--- src/rtl/tsp_pkg.sv ---
package tsp_pkg;

   typedef enum logic [1:0] {
      MODE_PHASE = 2'd0,
      MODE_FREQ  = 2'd1,
      MODE_XFREQ = 2'd2,
      MODE_HOST  = 2'd3
   } servo_mode_e;

   typedef enum logic [1:0] {
      REG_INSIDE = 2'd0,
      REG_HALF   = 2'd1,
      REG_FULL   = 2'd2
   } freq_region_e;

   localparam logic [7:0] DUTY_MID = 8'd128;

endpackage

--- src/rtl/tsp_phase_meter.sv ---
module tsp_phase_meter #(
   parameter int PH_W = 14
) (
   input  logic            clk,
   input  logic            rst_n,
   input  logic            ref_tick,
   input  logic            frame_stb,
   output logic [PH_W-1:0] ph_err,
   output logic            ph_valid
);

   initial assert (PH_W >= 8) else $fatal(1, "PH_W must be at least 8");

   logic [PH_W-1:0] since_q;
   logic [PH_W-1:0] cap_q;
   logic            have_q;
   logic [PH_W-1:0] cur_pos;

   assign cur_pos = ref_tick ? '0 : since_q;

   always_ff @(posedge clk or negedge rst_n) begin
      if (!rst_n) begin
         since_q <= '0;
         cap_q   <= '0;
         have_q  <= 1'b0;
      end else begin
         since_q <= ref_tick ? PH_W'(1) : since_q + PH_W'(1);
         if (ref_tick) begin
            have_q <= frame_stb;
            if (frame_stb) cap_q <= '0;
         end else if (frame_stb && !have_q) begin
            have_q <= 1'b1;
            cap_q  <= cur_pos;
         end
      end
   end

   assign ph_err   = cap_q;
   assign ph_valid = have_q;

   // once a window holds a measurement, it stays until the next tick
   a_r11_first_kept: assert property (@(posedge clk) disable iff (!rst_n)
      (have_q && !ref_tick) |=> $stable(cap_q));

   // a strobe coincident with the tick measures zero for the new window
   a_r2_coincident_zero: assert property (@(posedge clk) disable iff (!rst_n)
      (ref_tick && frame_stb) |=> (have_q && cap_q == '0));

endmodule

--- src/rtl/tsp_freq_region.sv ---
module tsp_freq_region
   import tsp_pkg::*;
#(
   parameter int CNT_W   = 12,
   parameter int NOM_CNT = 2048,
   parameter int F_SHIFT = 1,
   localparam int FT_W   = CNT_W + 2
) (
   input  logic [CNT_W-1:0]       bit_cnt,
   input  servo_mode_e            mode,
   output freq_region_e           region,
   output logic signed [FT_W-1:0] f_term
);

   localparam int TH_HI = (NOM_CNT * 6) / 100;
   localparam int TH_LO = (NOM_CNT * 45) / 1000;
   localparam logic signed [FT_W-1:0] NOM_S   = FT_W'(NOM_CNT);
   localparam logic signed [FT_W-1:0] TH_HI_S = FT_W'(TH_HI);
   localparam logic signed [FT_W-1:0] TH_LO_S = FT_W'(TH_LO);

   initial begin
      assert (NOM_CNT > 0 && NOM_CNT < (1 << CNT_W))
         else $fatal(1, "NOM_CNT must fit in CNT_W bits");
      assert (TH_LO < TH_HI) else $fatal(1, "band edges collapse");
      assert (F_SHIFT >= 0 && F_SHIFT + 1 < FT_W) else $fatal(1, "bad F_SHIFT");
   end

   logic signed [FT_W-1:0] dev;
   logic signed [FT_W-1:0] neg_dev;
   logic signed [FT_W-1:0] abs_dev;

   always_comb begin
      dev     = $signed({2'b00, bit_cnt}) - NOM_S;
      neg_dev = -dev;
      abs_dev = (dev < 0) ? neg_dev : dev;
      region  = REG_INSIDE;
      if (mode == MODE_FREQ) begin
         if (abs_dev > TH_HI_S) region = REG_FULL;
      end else if (mode == MODE_XFREQ) begin
         if (abs_dev > TH_HI_S)      region = REG_FULL;
         else if (abs_dev > TH_LO_S) region = REG_HALF;
      end
      case (region)
         REG_FULL: f_term = neg_dev >>> F_SHIFT;
         REG_HALF: f_term = neg_dev >>> (F_SHIFT + 1);
         default:  f_term = '0;
      endcase
   end

   // the half-weight band exists only in extended frequency mode
   always_comb begin
      a_r6_half_only_ext: assert (!(region == REG_HALF && mode != MODE_XFREQ));
   end

endmodule

--- src/rtl/tsp_duty_calc.sv ---
module tsp_duty_calc
   import tsp_pkg::*;
#(
   parameter int PH_W     = 14,
   parameter int PH_SHIFT = 5,
   parameter int FT_W     = 14,
   localparam int SUM_W   = FT_W + 1
) (
   input  logic                   clk,
   input  logic                   rst_n,
   input  logic                   ref_tick,
   input  servo_mode_e            mode,
   input  logic [PH_W-1:0]        ph_err,
   input  logic                   ph_valid,
   input  logic signed [FT_W-1:0] f_term,
   input  logic [7:0]             host_duty,
   output logic [7:0]             duty_q,
   output logic                   miss_q
);

   initial begin
      assert (PH_SHIFT >= 0 && PH_SHIFT < PH_W) else $fatal(1, "bad PH_SHIFT");
      assert (FT_W >= 9) else $fatal(1, "FT_W too small");
   end

   logic [7:0]              ph_lo;
   logic [7:0]              ph_duty;
   logic signed [SUM_W-1:0] sum;
   logic [7:0]              sum_clamped;
   logic [7:0]              nxt;
   logic                    load;

   always_comb begin
      ph_lo   = 8'($signed(ph_err) >>> PH_SHIFT);
      ph_duty = DUTY_MID + ph_lo;
      sum     = $signed({{(SUM_W-8){1'b0}}, ph_duty}) + SUM_W'(f_term);
      if (sum < 0)                          sum_clamped = 8'd0;
      else if (sum > $signed(SUM_W'(255)))  sum_clamped = 8'd255;
      else                                  sum_clamped = sum[7:0];
      case (mode)
         MODE_HOST:  nxt = host_duty;
         MODE_PHASE: nxt = ph_duty;
         default:    nxt = sum_clamped;
      endcase
      load = ref_tick && (mode == MODE_HOST || ph_valid);
   end

   always_ff @(posedge clk or negedge rst_n) begin
      if (!rst_n) begin
         duty_q <= DUTY_MID;
         miss_q <= 1'b0;
      end else begin
         if (load)     duty_q <= nxt;
         if (ref_tick) miss_q <= !ph_valid;
      end
   end

   // the duty code moves only at an update
   a_r9_duty_on_tick: assert property (@(posedge clk) disable iff (!rst_n)
      !$stable(duty_q) |-> $past(ref_tick));

   // host mode loads the host code
   a_r7_host_load: assert property (@(posedge clk) disable iff (!rst_n)
      ($past(ref_tick) && $past(mode) == MODE_HOST) |-> duty_q == $past(host_duty));

   // a window without a strobe holds the code outside host mode
   a_r8_hold_missing: assert property (@(posedge clk) disable iff (!rst_n)
      ($past(ref_tick) && !$past(ph_valid) && $past(mode) != MODE_HOST) |-> $stable(duty_q));

   // the flag reflects the window just closed
   a_r8_flag: assert property (@(posedge clk) disable iff (!rst_n)
      $past(ref_tick) |-> (miss_q == !$past(ph_valid)));

endmodule

--- src/rtl/tsp_pwm.sv ---
module tsp_pwm #(
   parameter bit ACTIVE_HIGH = 1'b1
) (
   input  logic       clk,
   input  logic       rst_n,
   input  logic [7:0] duty,
   output logic       speed_o
);

   logic [7:0] cnt_q;
   logic [7:0] act_q;
   logic       below;

   always_ff @(posedge clk or negedge rst_n) begin
      if (!rst_n) begin
         cnt_q <= 8'd0;
         act_q <= 8'd128;
      end else begin
         cnt_q <= cnt_q + 8'd1;
         if (cnt_q == 8'hFF) act_q <= duty;
      end
   end

   assign below = (cnt_q < act_q);

   generate
      if (ACTIVE_HIGH) begin : g_pol_hi
         assign speed_o = below;
      end else begin : g_pol_lo
         assign speed_o = !below;
      end
   endgenerate

   // the active duty changes only at counter rollover
   a_r10_load_at_wrap: assert property (@(posedge clk) disable iff (!rst_n)
      !$stable(act_q) |-> $past(cnt_q) == 8'hFF);

   // a zero active duty never drives the pulse
   a_r10_zero_idle: assert property (@(posedge clk) disable iff (!rst_n)
      (act_q == 8'd0) |-> (speed_o == !ACTIVE_HIGH));

endmodule

--- src/rtl/tape_servo_pwm.sv ---
module tape_servo_pwm
   import tsp_pkg::*;
#(
   parameter int PH_W        = 14,
   parameter int PH_SHIFT    = 5,
   parameter int CNT_W       = 12,
   parameter int NOM_CNT     = 2048,
   parameter int F_SHIFT     = 1,
   parameter bit ACTIVE_HIGH = 1'b1,
   localparam int FT_W       = CNT_W + 2
) (
   input  logic             clk,
   input  logic             rst_n,
   input  logic             frame_stb_i,
   input  logic             ref_tick_i,
   input  logic [CNT_W-1:0] bit_cnt_i,
   input  logic             freq_en_i,
   input  logic             xfreq_en_i,
   input  logic             host_spd_i,
   input  logic [7:0]       host_duty_i,
   output logic             speed_o,
   output logic [7:0]       duty_o,
   output logic             phase_miss_o
);

   servo_mode_e            mode;
   freq_region_e           region;
   logic [PH_W-1:0]        ph_err;
   logic                   ph_valid;
   logic signed [FT_W-1:0] f_term;

   always_comb begin
      if (host_spd_i)      mode = MODE_HOST;
      else if (!freq_en_i) mode = MODE_PHASE;
      else if (xfreq_en_i) mode = MODE_XFREQ;
      else                 mode = MODE_FREQ;
   end

   tsp_phase_meter #(.PH_W(PH_W)) u_phase (
      .clk       (clk),
      .rst_n     (rst_n),
      .ref_tick  (ref_tick_i),
      .frame_stb (frame_stb_i),
      .ph_err    (ph_err),
      .ph_valid  (ph_valid)
   );

   tsp_freq_region #(
      .CNT_W   (CNT_W),
      .NOM_CNT (NOM_CNT),
      .F_SHIFT (F_SHIFT)
   ) u_freq (
      .bit_cnt (bit_cnt_i),
      .mode    (mode),
      .region  (region),
      .f_term  (f_term)
   );

   tsp_duty_calc #(
      .PH_W     (PH_W),
      .PH_SHIFT (PH_SHIFT),
      .FT_W     (FT_W)
   ) u_duty (
      .clk       (clk),
      .rst_n     (rst_n),
      .ref_tick  (ref_tick_i),
      .mode      (mode),
      .ph_err    (ph_err),
      .ph_valid  (ph_valid),
      .f_term    (f_term),
      .host_duty (host_duty_i),
      .duty_q    (duty_o),
      .miss_q    (phase_miss_o)
   );

   tsp_pwm #(.ACTIVE_HIGH(ACTIVE_HIGH)) u_pwm (
      .clk     (clk),
      .rst_n   (rst_n),
      .duty    (duty_o),
      .speed_o (speed_o)
   );

   // full-weight band in tape frequency mode only beyond the upper edge
   a_r5_no_half_in_freq: assert property (@(posedge clk) disable iff (!rst_n)
      (mode == MODE_FREQ) |-> (region != REG_HALF));

   // phase-only and host modes never carry a frequency term
   a_r4_no_term_phase: assert property (@(posedge clk) disable iff (!rst_n)
      (mode == MODE_PHASE || mode == MODE_HOST) |-> (f_term == '0));

endmodule

--- config.mk ---
export PLATFORM = sky130hd
export DESIGN_NAME = tape_servo_pwm
export DESIGN_NICKNAME = d
export VERILOG_FILES = /design/src/rtl/tsp_pkg.sv /design/src/rtl/tsp_phase_meter.sv /design/src/rtl/tsp_freq_region.sv /design/src/rtl/tsp_duty_calc.sv /design/src/rtl/tsp_pwm.sv /design/src/rtl/tape_servo_pwm.sv
export SDC_FILE = /design/constraint.sdc
export NUM_CORES = 1
export LEC_CHECK = 0
export BUFFER_PORTS_ARGS = -buffer_cell sky130_fd_sc_hd__buf_4
export CORE_MARGIN = 3
export CORE_UTILIZATION = 58
export CTS_CLUSTER_DIAMETER = 150
export DETAILED_ROUTE_END_ITERATION = 7
export PLACE_DENSITY = 0.8
export SLEW_MARGIN = 20
export SYNTH_ARGS = -nofsm -noshare
export SYNTH_HDL_FRONTEND = slang
export SYNTH_HIERARCHICAL = 1
export SYNTH_SLANG_ARGS = --single-unit
--- constraint.sdc ---
create_clock -name clk -period 2.7 [get_ports clk]
set_input_delay 0.54 -clock clk [delete_from_list [all_inputs] [get_ports clk]]
set_output_delay 0.54 -clock clk [all_outputs]
set_load 0.05 [all_outputs]
Yosys cells after proc, flatten, opt, wreduce, memory -nomap -nowiden
Cells that the tools add are included.
{"block": "word_totals", "register_bits": 53, "mem_bits_rw": 0, "romBits": 0, "n_memories": 0, "elab_cells": 52, "latch_bits": 0, "in_bits": 27}
{"block": "op_classes", "reduce_logical": 7, "eq_ne": 7, "n_mux": 19, "div_mod_pow": 0, "shifts": 0, "mul": 0, "order_cmp": 6, "add_sub_neg": 6, "bitwise": 0}
{"cell": "$mux W13", "n": 3}
{"cell": "$gt A14 B8 Y1 const B", "n": 2}
{"cell": "$mux W14", "n": 2}
{"cell": "$pmux W14 S2", "n": 1}
{"cell": "$mux W8", "n": 2}
{"cell": "$pmux W8 S2", "n": 1}
{"cell": "$add A9 B14 Y15", "n": 1}
{"cell": "$gt A15 B9 Y1 const B", "n": 1}
{"cell": "$lt A15 B1 Y1 const B", "n": 1}
{"cell": "$add A14 B1 Y14 const B", "n": 1}
{"cell": "$mux W2", "n": 7}
{"cell": "$neg A13 Y14", "n": 1}
{"cell": "$lt A13 B1 Y1 const B", "n": 1}
{"cell": "$sub A12 B12 Y13 const B", "n": 1}
{"cell": "$add A8 B1 Y8 const B", "n": 1}
{"cell": "$add A8 B8 Y8 const A", "n": 1}
{"cell": "$eq A8 B8 Y1 const B", "n": 1}
{"cell": "$lt A8 B8 Y1", "n": 1}
{"cell": "$eq A2 B2 Y1 const B", "n": 3}
{"cell": "$eq A2 B1 Y1 const B", "n": 2}
{"cell": "$mux W1", "n": 3}
{"cell": "$logic_and A1 B1 Y1", "n": 2}
{"cell": "$logic_not A2 Y1", "n": 1}
{"cell": "$ne A2 B2 Y1 const B", "n": 1}
{"cell": "4 further kinds", "n": 4}

Longest topological paths before layout
Gate-level depths: netlist of the first run.
{"block": "logic_depth", "ltp_word": 15, "ltp_mapped": 23, "ltp_nobuf": 22}

By module
Netlist of the first run, hierarchy kept.
{"mod": "tsp_phase_meter", "cells_per_inst": 134, "instances": 1, "area_each_um2": 1352.5, "seq_area_each_um2": 725.7}
{"mod": "tsp_duty_calc", "cells_per_inst": 123, "instances": 1, "area_each_um2": 1016.0, "seq_area_each_um2": 226.5}
{"mod": "tsp_freq_region", "cells_per_inst": 121, "instances": 1, "area_each_um2": 860.8, "seq_area_each_um2": 0.0}
{"mod": "tsp_pwm", "cells_per_inst": 68, "instances": 1, "area_each_um2": 849.6, "seq_area_each_um2": 401.6}
{"mod": "tape_servo_pwm", "cells_per_inst": 3, "instances": 1, "area_each_um2": 20.0, "seq_area_each_um2": 0.0}

Worst setup path after synthesis of the first run
No wires, ideal clock.
{"block": "synth_path", "path_type": "input -> register", "start": "in bit_cnt_i[6]", "end": "reg u_duty.duty_q[1]", "path_stages": 21, "path_slack_ps": -2339, "t_arrival_ps": 4894, "t_required_ps": 2555, "cell_sequence": "clkbuf_1 > nor4_1 > nand3_1 > nor2_1 > ha_1 > nor3_1 > o2111ai_1 > or4b_1 > ha_1 > nand2b_1 > clkbuf_1 > o21ai_0 > ha_1 > inv_1 > fa_1 > nand2b_1 > a21oi_2 > nor3_2 > or4_4 > nand2_2 > a41oi_2"}
{"block": "synth_via", "elab_chain_cells": 15}
{"item": "from (decl)", "line": "tape_servo_pwm.sv:16", "text": "input logic [CNT_W-1:0] bit_cnt_i,"}
{"item": "$sub A12 B12 Y13 (*)", "line": "tsp_freq_region.sv:33", "text": "dev = $signed({2'b00, bit_cnt}) - NOM_S;"}
{"item": "$neg A13 Y14 or $lt A13 B1 Y1 (tied branches)", "line": "tsp_freq_region.sv:34, tsp_freq_region.sv:35"}
{"item": "$mux W14 (*)", "line": "tsp_freq_region.sv:35", "text": "abs_dev = (dev < 0) ? neg_dev : dev;"}
{"item": "$gt A14 B8 Y1", "line": "tsp_freq_region.sv:41", "text": "else if (abs_dev > TH_LO_S) region = REG_HALF;"}
{"item": "$mux W1", "line": "tsp_freq_region.sv:41"}
{"item": "$mux W2", "line": "tsp_freq_region.sv:40", "text": "if (abs_dev > TH_HI_S) region = REG_FULL;"}
{"item": "$mux W2", "line": "tsp_freq_region.sv:39", "text": "end else if (mode == MODE_XFREQ) begin"}
{"item": "$mux W2 (*)", "line": "tsp_freq_region.sv:37", "text": "if (mode == MODE_FREQ) begin"}
{"item": "$eq A2 B1 Y1 or $eq A2 B2 Y1 (tied branches)", "line": "tsp_freq_region.sv:43", "text": "case (region)"}
{"item": "$pmux W14 S2 (*)", "line": "tsp_freq_region.sv:43"}
{"item": "named net f_term[0]", "line": "tape_servo_pwm.sv:30", "text": "logic signed [FT_W-1:0] f_term;"}
{"item": "$add A9 B14 Y15 (*)", "line": "tsp_duty_calc.sv:36", "text": "sum = $signed({{(SUM_W-8){1'b0}}, ph_duty}) + SUM_W'(f_term);"}
{"item": "$gt A15 B9 Y1", "line": "tsp_duty_calc.sv:38", "text": "else if (sum > $signed(SUM_W'(255))) sum_clamped = 8'd255;"}
{"item": "$mux W8", "line": "tsp_duty_calc.sv:38"}
{"item": "$mux W8 (*)", "line": "tsp_duty_calc.sv:37", "text": "if (sum < 0) sum_clamped = 8'd0;"}
{"item": "$pmux W8 S2 (*)", "line": "tsp_duty_calc.sv:40", "text": "case (mode)"}
{"item": "to (signal assigned)", "line": "tsp_duty_calc.sv:53", "text": "if (load) duty_q <= nxt;"}
{"item": "to (decl)", "line": "tsp_duty_calc.sv:17", "text": "output logic [7:0] duty_q,"}
The timed path passes the listed nets; every way through them passes the cells marked *.
A chain may end at the register's enable or synchronous reset.

Final worst setup path of the first run
{"block": "layout_path", "start": "in bit_cnt_i[0]", "end": "reg u_duty.duty_q[1]"}
{"block": "layout_via", "elab_chain_cells": 15}
{"item": "$sub A12 B12 Y13 (*)", "line": "tsp_freq_region.sv:33"}
{"item": "$neg A13 Y14 or $lt A13 B1 Y1 (tied branches)", "line": "tsp_freq_region.sv:34, tsp_freq_region.sv:35"}
{"item": "$mux W14", "line": "tsp_freq_region.sv:35"}
{"item": "$gt A14 B8 Y1", "line": "tsp_freq_region.sv:41"}
{"item": "$mux W1", "line": "tsp_freq_region.sv:41"}
{"item": "$mux W2", "line": "tsp_freq_region.sv:40"}
{"item": "$mux W2", "line": "tsp_freq_region.sv:39"}
{"item": "$mux W2", "line": "tsp_freq_region.sv:37"}
{"item": "$eq A2 B1 Y1 or $eq A2 B2 Y1 (tied branches)", "line": "tsp_freq_region.sv:43"}
{"item": "$pmux W14 S2 (*)", "line": "tsp_freq_region.sv:43"}
{"item": "named net f_term[0]", "line": "tape_servo_pwm.sv:30"}
{"item": "$add A9 B14 Y15 (*)", "line": "tsp_duty_calc.sv:36"}
{"item": "$gt A15 B9 Y1", "line": "tsp_duty_calc.sv:38"}
{"item": "$mux W8", "line": "tsp_duty_calc.sv:38"}
{"item": "$mux W8 (*)", "line": "tsp_duty_calc.sv:37"}
{"item": "$pmux W8 S2 (*)", "line": "tsp_duty_calc.sv:40"}
Marked as above.

==> flow_metrics.py, run 1 <==
metrics = {
    "placement": {
        "dp_hpwl_um": 7770,
        "place.gp.congestion": 0.960,
        "portBuffers": 36,
        "placed_area_um2": 4640,
    },
    "pwr": {
        "intPower_mw": 1.24,
        "cellLeakagePower_nw": 2.19,
        "ir_drop_v": 0.000375,
        "seqPwrFrac_pct": 40.9,
        "p_sw_uw": 704,
        "switching_share_pct": 36.2,
        "clockPowerShare_pct": 23.1,
        "p_comb_share_pct": 36.0,
        "power_density_nw_per_um2": 394,
        "total_power_mw": 1.94,
    },
    "floorplanning": {
        "die_h_um": 86.8,
        "ios": 37,
        "core_region_area_um2": 6130,
        "die_w_um": 86.8,
        "start_util_pct": 61.8,
        "die_area_um2": 7540,
        "rows": 28,
    },
    "worst_setup_path": {
        "crit_path_top_delay_cell": "or4_4",
        "crit_fanout": 6,
        "ff2ff_path_depth": 9,
        "regToRegSetupSlack_ns": 0.35,
        "crit_arrival_ns": 4.67,
        "end_kind": "flop",
        "r2r_end": "u_duty/duty_q[1]$_DFFE_PN0P_",
        "worstPathCellList": "buf_6, buf_6, or4_4, nand2_2, o31a_1, o2111ai_2, or4b_4, ha_4, nand2b_4, o21ai_2, ha_2, inv_2, fa_2, nand2b_4, a21oi_4, nor3_4, or4_4, nand2_4, a41oi_2",
        "worst_setup_path_start_kind": "primary input",
        "cp.required_ns": 2.87,
        "r2r_start": "u_phase/ph_err[5]$_DFFE_PN0P_",
        "path_class": "primary input to flop",
        "slowest_delay_ns": 0.55,
    },
    "hold_path": {
        "worstHoldPathType": "primary input to async pin",
    },
    "route": {
        "wl_met1_um": 4520,
        "wl_met2_um": 5130,
        "top_layer": "met4",
        "firstDrtPassIters": 5,
        "met3_length_um": 825,
        "drtIter0Drc": 376,
        "wl_per_cell_um": 18.4,
        "ant_nets": 0,
        "via_per_inst": 6.36,
        "num_vias": 3731,
        "finalWirelength_um": 10800,
        "drc": 0,
    },
    "clock_network": {
        "cts_sinks": 47,
        "clk_path_buf_depth": 2,
        "cts-root-buf": "clkbuf_8",
        "htree_levels": 2,
        "clkSlewWorstSetupHoldPaths_ns": 0.10,
        "cts_tree": "yes",
        "clk_latency_ns": 0.30,
        "cts_buffers": 5,
    },
    "timing": {
        "finalCriticalPeriod_ns": 4.50,
        "finalHoldViolations": 0,
        "period_share_pct": 167,
        "tightest_slew_ns": 0.600,
        "tns_ns": -14.06,
        "fmax_mhz": 222,
        "fin_skew_ns": 0.0140,
        "rsz0062_at_grt": "true",
        "drv_slew": 0,
        "setup_viol": 8,
        "slew_headroom_pct": 60.0,
        "setup_ws_ns": -1.80,
        "fin_hold_ws_ns": 0.237,
    },
    "synthesis": {
        "syn_inst": 419,
        "syn_area_per_cell_um2": 9.04,
        "yosys_warnings": 6,
        "synthesis.nets": 472,
        "netlist_area_um2": 3790,
    },
    "finish": {
        "final_cell_mix": "buf_4 (99), dfrtp_1 (45), inv_1 (31)",
        "design_area_um2": 4930,
        "antenna-diode-count": 0,
        "nets": 564,
        "area_growth_pct": 30.2,
        "drive_gt1_share_pct": 36.3,
        "final_common_cell": "buf_4",
    },
    "global_routing": {
        "grt.total_usage_pct": 29.3,
        "grt_pass1_wl_um": 17700,
        "grt_max_degree": 48,
        "grt_pass1_vias": 3738,
        "antenna_found_initial": 0,
        "gr-total-overflow": 0,
    },
    "outcome": {
        "status": "finished with violations",
        "violations": "negative setup slack",
    },
    "job": {
        "cap_viol_max_count": 0,
    },
}
-- worst max-delay path by stage --
stage	startpoint	end	slack (ns)
after floorplan	bit_cnt_i[4]	u_duty/duty_q[1]$_DFFE_PN0P_	-1.89
after global placement	bit_cnt_i[0]	u_duty/duty_q[1]$_DFFE_PN0P_	-2.00
after detailed placement	bit_cnt_i[1]	u_duty/duty_q[1]$_DFFE_PN0P_	-2.09
after CTS	bit_cnt_i[2]	u_duty/duty_q[1]$_DFFE_PN0P_	-1.73
after global routing	bit_cnt_i[1]	u_duty/duty_q[1]$_DFFE_PN0P_	-1.94
final	bit_cnt_i[0]	u_duty/duty_q[1]$_DFFE_PN0P_	-1.80
-- registers in the layout (all words and copies together) (netlist names) --
signal	cells
u_pwm/cnt_q	8
u_phase/since_q	13
u_phase/ph_err	8
u_pwm/act_q	8
u_duty/duty_q	8
u_phase/ph_valid	1
u_duty/miss_q	1
-- stage by stage --
step	setup WS, ns	instances	utilization [%]
6_report	-1.80	587	80.4
5_1_grt	-1.94	587	80.4
4_1_cts	-1.73	585	79.2
3_5_place_dp	-2.09	572	75.7
3_3_place_gp	-2.00	572	75.7
2_1_floorplan	-1.89	419	-
-- metal layers --
metal	global-route usage, %	vias up
li1	-	1735
met1	38.3	1757
met2	49.8	190
met3	5.04	49
met4	8.07	0
met5	0	-
-- power by group through the flow --
stage	logic, mW	registers [mW]	clock network, mW
2_1_floorplan	0.284	0.913	0
3_3_place_gp	0.617	0.805	0
3_5_place_dp	0.635	0.807	0
4_1_cts	0.671	0.794	0.449
5_1_grt	0.744	0.800	0.480
6_report	0.700	0.795	0.449
-- layout make-up --
type,instances,area (um^2)
fill,383,1200
clock inverter,1,8.76
sequential,47,1180
clock buffer,7,86.3
inverter,34,135
timing repair buffer,107,841
tap,75,93.8
multi-input combinational,316,2590
-- timing repair --
item | CTS | global route
setup endpoints to repair | 8 | 8
gates resized for setup | 20 | 17
pin swaps | 15 | 8
gates cloned | 0 | 0
hold buffers | 0 | 0
setup buffers | 5 | 2
-- critical path: cells and delay by family --
kind / cells / cell delay (ns)
simple gates: 8 / 2.26
compound gates: 5 / 0.78
fa+ha+maj: 3 / 0.80
buf+inv: 3 / 0.26
Note: power is estimated with default switching activity, not from simulation.
==> run 2: changes to the inputs <==
Settings changed: CELL_PAD_IN_SITES_DETAIL_PLACEMENT set to 0, CELL_PAD_IN_SITES_GLOBAL_PLACEMENT set to 1, CORE_UTILIZATION 58 to 47, PLACE_DENSITY 0.8 to 0.83.
==> flow_metrics.py, run 2 (synthesis results as in run 1) <==
metrics = {
    "timing": {
        "setup_ws_ns": -1.72,
        "drv_slew": 0,
        "finalHoldViolations": 0,
        "fmax_mhz": 226,
        "slew_headroom_pct": 60.4,
        "finalCriticalPeriod_ns": 4.42,
        "tightest_slew_ns": 0.593,
        "fin_skew_ns": 0.00685,
        "tns_ns": -13.42,
        "period_share_pct": 164,
        "setup_viol": 8,
        "rsz0062_at_grt": "true",
    },
    "placement": {
        "portBuffers": 36,
        "dp_cells": 598,
        "place.gp.congestion": 0.907,
        "dp_hpwl_um": 7590,
        "placed_area_um2": 4680,
    },
    "finish": {
        "nets": 563,
        "area_growth_pct": 33.1,
        "final_cell_mix": "buf_4 (101), dfrtp_1 (45), inv_1 (31)",
        "regMostFlops": "u_phase/since_q",
        "layout.cells.non_filler": 613,
        "final_common_cell": "buf_4",
        "design_area_um2": 5040,
        "antenna-diode-count": 0,
        "largest_register_ffs": 13,
        "drive_gt1_share_pct": 36.8,
    },
    "worst_setup_path": {
        "crit_path_top_delay_cell": "or4b_4",
        "worst_setup_path_start_kind": "primary input",
        "crit_fanout": 8,
        "worst-path-buf-inv": 5,
        "end_kind": "flop",
        "worstPathCellList": "buf_6, inv_4, ha_4, or4b_4, o21ai_2, a22o_1, o2111ai_2, or4b_4, ha_4, nand2b_4, buf_4, o21ai_4, ha_4, a211o_1, buf_4, nor3_4, o32ai_4, clkbuf_16, o22ai_1, a21oi_2",
        "slowest_delay_ns": 0.55,
        "critical_path.top_delay_family": "simple AND/OR/NAND/NOR gates",
        "crit_top_cell": "ha_4",
        "path_class": "primary input to flop",
        "crit_arrival_ns": 4.60,
        "cp.required_ns": 2.88,
    },
    "route": {
        "drc": 0,
        "num_vias": 3504,
        "ant_nets": 0,
        "finalWirelength_um": 10000,
        "wl_per_cell_um": 16.4,
        "drtIter0Drc": 208,
        "via_per_inst": 5.72,
        "firstDrtPassIters": 4,
    },
    "global_routing": {
        "grt_max_degree": 48,
        "use_met2_pct": 38.3,
        "grt_pass1_vias": 3457,
        "gr-total-overflow": 0,
        "grt.total_usage_pct": 22.2,
        "grtUsageMet3_pct": 2.97,
        "grt_pass1_wl_um": 16200,
        "gr-max-usage-layer": "met2",
        "grt_util_met1_pct": 29.2,
        "antenna_found_initial": 0,
    },
    "clock_network": {
        "clk_latency_ns": 0.30,
        "htree_levels": 2,
        "clkSlewWorstSetupHoldPaths_ns": 0.09,
        "cts_sinks": 47,
        "cts-root-buf": "clkbuf_8",
        "cts_tree": "yes",
        "holdBufCountCts": 0,
        "clk_path_buf_depth": 2,
        "cts_buffers": 5,
    },
    "job": {
        "cap_viol_max_count": 0,
    },
    "outcome": {
        "violations": "negative setup slack",
        "status": "finished with violations",
    },
    "hold_path": {
        "worstHoldPathType": "primary input to async pin",
    },
    "pwr": {
        "power_density_nw_per_um2": 418,
        "total_power_mw": 2.11,
        "ir_drop_v": 0.000297,
        "cellLeakagePower_nw": 2.22,
    },
    "floorplanning": {
        "die_h_um": 95.8,
        "start_util_pct": 48.8,
        "die_w_um": 95.8,
        "ios": 37,
        "rows": 32,
        "die_area_um2": 9170,
        "core_region_area_um2": 7770,
    },
}
## run 2: cell count changes in the layout (fill, tap and decap cells not counted), sizes merged
cell / before / now
buf: 107 / 105
bufinv: 0 / 2
clkbuf: 7 / 6
clkinv: 2 / 1
clkinvlp: 0 / 1
## run 2: path summary, 6_finish.rpt
path	start	end	slack, ns	cells after the start
min reg2reg	u_pwm/cnt_q[0]$_DFF_PN0_	u_pwm/cnt_q[0]$_DFF_PN0_	0.49	1
max in group asynchronous	rst_n	u_phase/since_q[5]$_DFF_PN0_	2.06	1
min in group clk	u_pwm/cnt_q[0]$_DFF_PN0_	u_pwm/cnt_q[0]$_DFF_PN0_	0.49	1
max	bit_cnt_i[0]	u_duty/duty_q[0]$_DFFE_PN0P_	-1.72	20
min	rst_n	u_duty/duty_q[4]$_DFFE_PN0P_	0.24	1
max reg2reg	u_phase/ph_err[5]$_DFFE_PN0P_	u_duty/duty_q[1]$_DFFE_PN0P_	0.40	9
## run 2: what timing repair did
item	4_1_cts	5_1_grt
resized for setup	15	18
cloned	0	1
pin swaps	12	7
setup buffers	5	1
endpoints found under the setup margin	8	8
## run 2: stage by stage
step | setup WS, ns | utilization [%] | hold slack, ns
final | -1.72 | 64.9 | 0.236
after detailed placement | -2.12 | 60.2 | 0.488
after CTS | -1.67 | 63.4 | 0.248
after global routing | -1.85 | 64.9 | 0.286
after floorplan | -1.89 | - | 0.244
after global placement | -2.04 | 60.2 | 0.468
## run 2: cell type report
cell class,count,area [um^2]
tap,102,128
sequential,47,1180
clock buffer,5,68.8
inverter,34,135
clock inverter,3,67.6
timing repair buffer,106,841
fill,670,2730
multi-input combinational,316,2620
## run 2: metal layers
metal / vias to the layer above / share of wire (%) / routed length (um)
met5: - / 0 / 0
met4: 0 / 1.3 / 129
met3: 8 / 3.9 / 388
met2: 68 / 51 / 5120
met1: 1698 / 44 / 4410
li1: 1730 / - / -
## run 2: power by group
part | total [mW] | internal (mW) | switching [mW]
logic | 0.696 | 0.296 | 0.400
registers | 0.798 | 0.747 | 0.0511
clock network | 0.614 | 0.369 | 0.245
total | 2.11 | 1.41 | 0.696
